===== config.mk =====
export PLATFORM = sky130hd
export DESIGN_NAME = ptx_parity_xcvr
export DESIGN_NICKNAME = d
export VERILOG_FILES = /design/src/rtl/ptx_pkg.sv /design/src/rtl/ptx_parity_tree.sv /design/src/rtl/ptx_dir_ctrl.sv /design/src/rtl/ptx_rx_check.sv /design/src/rtl/ptx_parity_xcvr.sv
export SDC_FILE = /design/constraint.sdc
export NUM_CORES = 1
export LEC_CHECK = 0
export BUFFER_PORTS_ARGS = -buffer_cell sky130_fd_sc_hd__clkbuf_2
export CAP_MARGIN = 20
export CORE_ASPECT_RATIO = 0.6
export CORE_UTILIZATION = 32
export DETAILED_ROUTE_END_ITERATION = 8
export PLACE_DENSITY = 0.68
export RECOVER_POWER = 100
export SYNTH_ARGS = -nofsm -noshare
export SYNTH_HDL_FRONTEND = slang
export SYNTH_SLANG_ARGS = --single-unit

===== constraint.sdc =====
create_clock -name clk -period 0.8 [get_ports clk]
set_input_delay 0.04 -clock clk [delete_from_list [all_inputs] [get_ports clk]]
set_output_delay 0.04 -clock clk [all_outputs]
set_load 0.05 [all_outputs]

===== src/rtl/ptx_pkg.sv =====
package ptx_pkg;

   typedef enum logic {
      XFER_B2A = 1'b0,
      XFER_A2B = 1'b1
   } xfer_dir_e;

   typedef struct packed {
      logic a_en;
      logic b_en;
      logic par_en;
      logic err_en;
   } drive_en_t;

endpackage


===== src/rtl/ptx_parity_tree.sv =====
module ptx_parity_tree #(
   parameter int DATA_W   = 8,
   parameter bit BALANCED = 1'b1
) (
   input  logic [DATA_W-1:0] data,
   output logic              odd
);
   localparam int LEVELS = (DATA_W > 1) ? $clog2(DATA_W) : 0;
   localparam int LEAVES = 1 << LEVELS;

   if (DATA_W < 1) begin : g_bad_width
      $error("ptx_parity_tree: DATA_W must be at least 1");
   end

   if (BALANCED) begin : g_tree
      logic [2*LEAVES-1:0] node;
      assign node[0] = 1'b0;
      for (genvar i = 0; i < LEAVES; i++) begin : g_leaf
         if (i < DATA_W) begin : g_real
            assign node[LEAVES+i] = data[i];
         end else begin : g_pad
            assign node[LEAVES+i] = 1'b0;
         end
      end
      for (genvar k = 1; k < LEAVES; k++) begin : g_inner
         assign node[k] = node[2*k] ^ node[2*k+1];
      end
      assign odd = node[1];
   end else begin : g_chain
      always_comb begin
         odd = 1'b0;
         for (int i = 0; i < DATA_W; i++) begin
            odd = odd ^ data[i];
         end
      end
   end
endmodule


===== src/rtl/ptx_dir_ctrl.sv =====
module ptx_dir_ctrl
   import ptx_pkg::*;
(
   input  logic      dir_a2b,
   input  logic      hiz_all,
   output drive_en_t en
);
   xfer_dir_e dir;
   assign dir = xfer_dir_e'(dir_a2b);

   always_comb begin
      en        = '0;
      if (!hiz_all) begin
         en.err_en = 1'b1;
         unique case (dir)
            XFER_A2B: begin
               en.b_en   = 1'b1;
               en.par_en = 1'b1;
            end
            XFER_B2A: begin
               en.a_en   = 1'b1;
            end
            default: en = '0;
         endcase
      end
   end
endmodule


===== src/rtl/ptx_rx_check.sv =====
module ptx_rx_check (
   input  logic rx_live,
   input  logic odd_sel,
   input  logic b_odd,
   input  logic par_in,
   output logic err_n
);
   logic want_par;
   assign want_par = b_odd ^ odd_sel;
   assign err_n    = rx_live ? (par_in == want_par) : 1'b1;
endmodule


===== src/rtl/ptx_parity_xcvr.sv =====
module ptx_parity_xcvr
   import ptx_pkg::*;
#(
   parameter int DATA_W        = 8,
   parameter bit REG_OUT       = 1'b1,
   parameter bit BALANCED_TREE = 1'b1
) (
   input  logic              clk,
   input  logic              rst_n,
   input  logic              dir_a2b,
   input  logic              hiz_all,
   input  logic              odd_sel,
   input  logic [DATA_W-1:0] a_in,
   output logic [DATA_W-1:0] a_out,
   output logic              a_oe,
   input  logic [DATA_W-1:0] b_in,
   output logic [DATA_W-1:0] b_out,
   output logic              b_oe,
   input  logic              par_in,
   output logic              par_out,
   output logic              par_oe,
   output logic              err_n,
   output logic              err_oe
);
   if (DATA_W < 1) begin : g_bad_width
      $error("ptx_parity_xcvr: DATA_W must be at least 1");
   end

   drive_en_t en;
   logic      a_odd;
   logic      b_odd;
   logic      nxt_par;
   logic      nxt_err_n;

   ptx_dir_ctrl u_dir (
      .dir_a2b (dir_a2b),
      .hiz_all (hiz_all),
      .en      (en)
   );

   ptx_parity_tree #(.DATA_W(DATA_W), .BALANCED(BALANCED_TREE)) u_gen_tree (
      .data (a_in),
      .odd  (a_odd)
   );

   ptx_parity_tree #(.DATA_W(DATA_W), .BALANCED(BALANCED_TREE)) u_chk_tree (
      .data (b_in),
      .odd  (b_odd)
   );

   assign nxt_par = a_odd ^ odd_sel;

   ptx_rx_check u_chk (
      .rx_live (en.a_en),
      .odd_sel (odd_sel),
      .b_odd   (b_odd),
      .par_in  (par_in),
      .err_n   (nxt_err_n)
   );

   if (REG_OUT) begin : g_reg
      always_ff @(posedge clk or negedge rst_n) begin
         if (!rst_n) begin
            a_out   <= '0;
            b_out   <= '0;
            par_out <= 1'b0;
            err_n   <= 1'b1;
            a_oe    <= 1'b0;
            b_oe    <= 1'b0;
            par_oe  <= 1'b0;
            err_oe  <= 1'b0;
         end else begin
            a_out   <= b_in;
            b_out   <= a_in;
            par_out <= nxt_par;
            err_n   <= nxt_err_n;
            a_oe    <= en.a_en;
            b_oe    <= en.b_en;
            par_oe  <= en.par_en;
            err_oe  <= en.err_en;
         end
      end
   end else begin : g_comb
      assign a_out   = b_in;
      assign b_out   = a_in;
      assign par_out = nxt_par;
      assign err_n   = nxt_err_n;
      assign a_oe    = en.a_en;
      assign b_oe    = en.b_en;
      assign par_oe  = en.par_en;
      assign err_oe  = en.err_en;
   end
endmodule


After elaboration in Yosys (flattened, before gate mapping)
Cells that the tools add are included.
W data, S select, Z words.
{"block": "word_totals", "out_inout_bits": 22, "register_bits": 22, "wordCells": 29}
{"block": "op_classes", "eq_ne": 1, "bitwise": 16, "n_mux": 4}
{"op": "$xor A1 B1 Y1", "count": 16}
{"op": "$mux W4", "count": 1}
{"op": "$mux W1", "count": 2}
{"op": "$mux W2", "count": 1}
{"op": "$eq A1 B1 Y1", "count": 1}

Depth between registers and ports, before layout
Gate-level depths: netlist (run 1).
{"block": "depth", "word_depth": 6, "ltp_mapped": 4}

By module
Synthesis (run 1) repeated with hierarchy kept, for this count alone.
{"block": "unflattened", "hier_cells": 43, "area_unflattened_um2": 732.0}
{"mod": "ptx_parity_xcvr", "cells_per_inst": 23, "n_inst": 1, "area_per_inst_um2": 560.5, "seq_area_each_um2": 551.8}
{"mod": "ptx_parity_tree", "cells_per_inst": 7, "n_inst": 2, "area_per_inst_um2": 61.3, "seq_area_each_um2": 0.0}
{"mod": "ptx_rx_check", "cells_per_inst": 2, "n_inst": 1, "area_per_inst_um2": 27.5, "seq_area_each_um2": 0.0}
{"mod": "ptx_dir_ctrl", "cells_per_inst": 4, "n_inst": 1, "area_per_inst_um2": 21.3, "seq_area_each_um2": 0.0}

Worst setup path before layout (run 1)
Ideal clock, no wire load.
{"block": "synth_timing", "path_kind": "reg-to-output", "from": "register b_oe (netlist name)", "to": "output port par_oe", "path_stages_with_launch": 2, "path_buffers": 1, "slack_ns": -0.126, "t_arrival_ns": 0.886, "t_required_ns": 0.760, "path_cell_list": "dfrtp_1 -> buf_4"}
{"item": "end: declaration", "line": "ptx_parity_xcvr.sv:21", "source": "output logic par_oe,"}

Final worst setup path (run 1)
{"block": "layout_timing", "from": "register err_n", "to": "output port err_n"}
{"item": "start: declaration", "line": "ptx_parity_xcvr.sv:22", "source": "output logic err_n,"}
{"item": "start signal: assignment", "line": "ptx_parity_xcvr.sv:76", "source": "err_n <= nxt_err_n;"}
No word-level cell between the ends.

==> results.sh, run 1 <==
export IMPL_status="complete, but fails checks"
export IMPL_violations="negative setup slack"
export IMPL_cp_top_family="flip-flops"
export IMPL_cpPeakStageDelay_ns=0.56
export IMPL_path_buf_inv=1
export IMPL_layout_drive_gt1_share_pct=30.8
export IMPL_avgViaCountPerCell=3.99
export IMPL_root_buffer="clkbuf_4"
export IMPL_dp_cells=112
export IMPL_multi_input_area_um2=183
export IMPL_grt_pass1_wl_mm=2.44
export IMPL_max_freq_mhz=948
export IMPL_numClockSinks=21
export IMPL_synth_avg_cell_area_um2=16.8
export IMPL_drtIter0Drc=2
export IMPL_ys_seq_elements=21
export IMPL_powerDensity_nw_per_um2=1870
export IMPL_vdd_drop_max_mv=1.07
export IMPL_h_tree_depth=1
export IMPL_critPathSlowestCell="dfstp_2"
export IMPL_diodes=0
export IMPL_routed_wl_met3_um=105
export IMPL_hp_class="primary input to flop"
export IMPL_synthesis_area_um2=706
export IMPL_drv_slew=0
export IMPL_regArea_um2=528
export IMPL_wire_per_inst_um=11.8
export IMPL_setup_viol=22
export IMPL_yosysSeqAreaShare_pct=74.6
export IMPL_path_cells="clkbuf_16"
export IMPL_syn_to_final_growth_pct=97.0
export IMPL_instances_no_fill=135
export IMPL_synth_net_count=64
export IMPL_layout_nets=130
export IMPL_fillCellCount=154
export IMPL_final_util_pct=71.2
export IMPL_drt_pass1_iter_count=2
export IMPL_core_rowCount=12
export IMPL_initial_core_util_pct=36.2
export IMPL_cts_made_buffers=3
export IMPL_synthDistinctLibCells=10
export IMPL_wl_met2_um=970
export IMPL_max_cap_violations=0
export IMPL_grtUsageTotal_pct=14.8
export IMPL_maxSlewHeadroom_pct=67.4
export IMPL_overflow=0
export IMPL_clk_path_buf_depth=2
export IMPL_yosysTopAreaCell="dfrtp_1"
export IMPL_worst_setup_path_end_kind="primary output"
export IMPL_m1WireLength_um=505
export IMPL_grt_max_degree=22
export IMPL_path_clk_slew_ns=0.11
export IMPL_tns_ns=-2.29
export IMPL_grt_setup_unrepaired="true"
export IMPL_dr_max_layer_used="met4"
export IMPL_fin_crit_ns=1.05
export IMPL_cts_tree="built"
export IMPL_final_period_utilization_pct=132
export IMPL_die_area_um2=2400
export IMPL_leakagePower_nw=0.622
export IMPL_layout_common_cells="21 x buf_8, 19 x dfrtp_1, 19 x dlygate4sd3_1"
export IMPL_hold_viol_final=0
export IMPL_drc_errors=0
export IMPL_worstSetupPathType="flop to primary output"
export IMPL_ys_warn_count=0
export IMPL_gp_congestion=0.613
export IMPL_vias=538
export IMPL_core_area_um2=1950
export IMPL_detailed_place_hpwl_um=928
export IMPL_power_mw=2.60
export IMPL_die_w_um=62.6
export IMPL_cp_max_fo=1
export IMPL_drt_wl_total_mm=1.59
export IMPL_worst_endpoint_required_ns=0.76
export IMPL_final_common_cell="buf_8"
export IMPL_port_buffers=43
export IMPL_start_kind="flop"
export IMPL_antenna_found_initial=0
export IMPL_yosys_top_cells_area="dfrtp_1 71%, xnor2_1 14%, xor2_1 5.0%"
export IMPL_die_y_um=38.4
export IMPL_ioPinCount=44
export IMPL_yosys_area_top_type_share_pct=70.9
export IMPL_tightest_slew_ns=0.490
export IMPL_grt_pass1_vias=533
export IMPL_fin_ws_ns=-0.254
export IMPL_ant_nets=0
export IMPL_syn_instance_count=42
export IMPL_arrival_ns=1.01
## where the power goes
| group | leakage, nW | internal [mW] | switching (mW) |
|---|---|---|---|
| clock network | 0.0150 | 0.194 | 0.291 |
| registers | 0.245 | 1.15 | 0.0573 |
| logic | 0.363 | 0.434 | 0.473 |
## per-stage QoR
step                      hold WS [ns]  instance area, um2  setup slack (ns)
after floorplan                 -0.256                 714           -0.0258
after global placement          0.0249                 957            -0.178
after detailed placement        0.0365                 957            -0.212
after CTS                        0.152                1380            -0.263
after global routing             0.173                1390            -0.302
final                            0.150                1390            -0.254
## path summary, 6_finish.rpt
check | endpoint | start | cells after the start
setup / recovery | err_n | err_n | 1
hold / removal | par_out | odd_sel | 4
max in group asynchronous | b_oe | rst_n | 2
min in group asynchronous | a_out[2] | rst_n | 2
## area by class of cell
cell class,count,share of cell area [%]
Sequential cell,21,38.0
Clock buffer,4,1.89
Tap cell,28,2.52
Multi-Input combinational cell,19,13.1
Timing Repair Buffer,62,44.2
Inverter,1,0.270
## cell usage after synthesis
cell type  count
buf_4          1
dfrtp_1       20
dfstp_2        1
inv_1          1
nand2_1        1
nor2_1         1
nor2b_1        1
xnor2_1       11
xnor3_1        1
xor2_1         4
## per-layer routing
metal	global-route usage, %	vias to the layer above
met3	5.65	3
li1	-	257
met1	13.7	254
met2	31.8	24
met5	0	-
met4	3.49	0
## logic make-up (layout without fill, tap and decap cells)
family | after synthesis | in the layout | share of synthesized area, %
flops | 21 | 21 | 74.6
simple gates | 3 | 3 | 1.95
buf+inv | 2 | 67 | 1.60
xor+xnor | 16 | 16 | 21.8
## sequential cells by signal, indices dropped and copies added (netlist names)
register	cells
a_oe	1
err_n	1
err_oe	1
a_out	8
b_oe	1
b_out	8
par_out	1
## what timing repair did
action | CTS | global route
setup endpoints to repair | 22 | 23
hold buffers | 19 | 0
cloned | 0 | 0
endpoints found under the hold margin | 40 | 0
setup buffers | 0 | 0
resized for setup | 45 | 22
Note: power is estimated with default switching activity, not from simulation.
==> inputs of run 2 (changes only) <==
CORE_UTILIZATION = 30   (was 32)
PLACE_DENSITY = 0.65   (was 0.68)
TNS_END_PERCENT = 5   (was default)
==> results.sh, run 2 (synthesis results as in run 1) <==
export IMPL_arrival_ns=0.92
export IMPL_tightest_slew_ns=0.489
export IMPL_sequentialPowerShare_pct=44.1
export IMPL_die_y_um=39.6
export IMPL_max_freq_mhz=1040
export IMPL_grtUsageMet2_pct=18.9
export IMPL_final_common_cell="buf_8"
export IMPL_met3_usage_pct=8.72
export IMPL_met1_usage_pct=12.7
export IMPL_status="complete, but fails checks"
export IMPL_avgViaCountPerCell=3.75
export IMPL_drtIter0Drc=2
export IMPL_hp_class="primary input to flop"
export IMPL_hold_viol_final=0
export IMPL_core_area_um2=2200
export IMPL_vdd_drop_max_mv=1.49
export IMPL_power_switching_mw=0.808
export IMPL_power_share_clock_pct=24.1
export IMPL_violations="negative setup slack"
export IMPL_biggestRegsByFlops="a_out (8), b_out (8)"
export IMPL_detailed_place_hpwl_um=952
export IMPL_top_usage_layer="met2"
export IMPL_multi_input_area_um2=168
export IMPL_layout_common_cells="20 x buf_8, 19 x dfrtp_1, 19 x clkbuf_1"
export IMPL_max_cap_violations=0
export IMPL_worst_endpoint_required_ns=0.76
export IMPL_swShare_pct=29.7
export IMPL_final_period_utilization_pct=120
export IMPL_diodes=0
export IMPL_ant_nets=0
export IMPL_grt_max_degree=22
export IMPL_fillCellCount=197
export IMPL_overflow=0
export IMPL_fin_area_um2=1380
export IMPL_cpPeakStageDelay_ns=0.54
export IMPL_h_tree_depth=1
export IMPL_die_area_um2=2560
export IMPL_fin_crit_ns=0.962
export IMPL_gp_congestion=0.628
export IMPL_regArea_um2=528
export IMPL_final_util_pct=62.7
export IMPL_place_area_um2=967
export IMPL_clk_path_buf_depth=2
export IMPL_grt_pass1_vias=522
export IMPL_layout_drive_gt1_share_pct=29.9
export IMPL_numClockSinks=21
export IMPL_grt_pass1_wl_mm=2.06
export IMPL_path_cells="buf_8"
export IMPL_cp_max_fo=1
export IMPL_ioPinCount=44
export IMPL_p_int_mw=1.91
export IMPL_worst_setup_path_end_kind="primary output"
export IMPL_cp_top_family="flip-flops"
export IMPL_path_clk_slew_ns=0.07
export IMPL_start_kind="flop"
export IMPL_drt_wl_total_mm=1.31
export IMPL_worstSetupPathType="flop to primary output"
export IMPL_layout_nets=130
export IMPL_port_buffers=43
export IMPL_critPathSlowestCell="dfstp_2"
export IMPL_syn_to_final_growth_pct=95.2
export IMPL_fin_ws_ns=-0.162
export IMPL_grtUsageTotal_pct=11.5
export IMPL_cts_tree="built"
export IMPL_antenna_found_initial=0
export IMPL_die_w_um=64.6
export IMPL_setup_viol=22
export IMPL_drt_pass1_iter_count=2
export IMPL_core_rowCount=13
export IMPL_wire_per_inst_um=9.59
export IMPL_vias=514
export IMPL_initial_core_util_pct=32.1
export IMPL_drv_slew=0
export IMPL_maxSlewHeadroom_pct=67.4
export IMPL_cts_made_buffers=3
export IMPL_leakagePower_nw=0.610
export IMPL_grt_setup_unrepaired="true"
export IMPL_place_ws_ns=-0.200
export IMPL_powerDensity_nw_per_um2=1970
export IMPL_path_buf_inv=1
export IMPL_root_buffer="clkbuf_8"
export IMPL_combPwrFrac_pct=31.9
export IMPL_drc_errors=0
[run 2: area by class of cell]
| cell class | count | share of cell area [%] |
|---|---|---|
| inverter | 1 | 0.272 |
| multi-input combinational | 19 | 12.2 |
| clock buffer | 4 | 3.27 |
| tap | 30 | 2.72 |
| timing repair buffer | 62 | 43.2 |
| sequential | 21 | 38.3 |
[run 2: what timing repair did]
action	in CTS	in global routing
hold buffers	17	0
gates cloned	0	0
setup endpoints to repair	22	23
setup buffers	0	0
gates resized for setup	44	20
endpoints found under the hold margin	37	0
[run 2: worst paths after layout]
path,slack (ns),cells past startpoint,endpoint,start
max,-0.16,1,err_n,err_n
min,0.05,2,b_out[3],a_in[3]
max in group asynchronous,0.15,2,b_oe,rst_n
min in group asynchronous,0.28,2,b_out[4],rst_n
[run 2: layer usage]
layer | wire [um] | up-vias | part of all wire (%)
met2 | 623 | 27 | 47
met5 | 0 | - | 0
met3 | 185 | 0 | 14
met4 | 0 | 0 | 0
met1 | 505 | 231 | 38
li1 | - | 256 | -
[run 2: power by group through the flow]
stage	registers, mW	logic (mW)	clock network, mW
floorplan	1.48	0.173	0
global placement	1.19	0.653	0
detailed placement	1.19	0.656	0
CTS	1.18	0.848	0.677
global route	1.21	0.916	0.717
finish	1.20	0.867	0.654
[run 2: through the flow]
stage | setup TNS (ns) | instances | power (mW) | hold slack [ns]
after floorplan | -0.0581 | 42 | 1.65 | -0.256
after global placement | -0.290 | 116 | 1.84 | 0.0290
after detailed placement | -0.283 | 116 | 1.84 | 0.0270
after CTS | -1.22 | 137 | 2.71 | 0.00864
after global routing | -1.56 | 137 | 2.84 | 0.0413
final | -0.890 | 137 | 2.72 | 0.0453
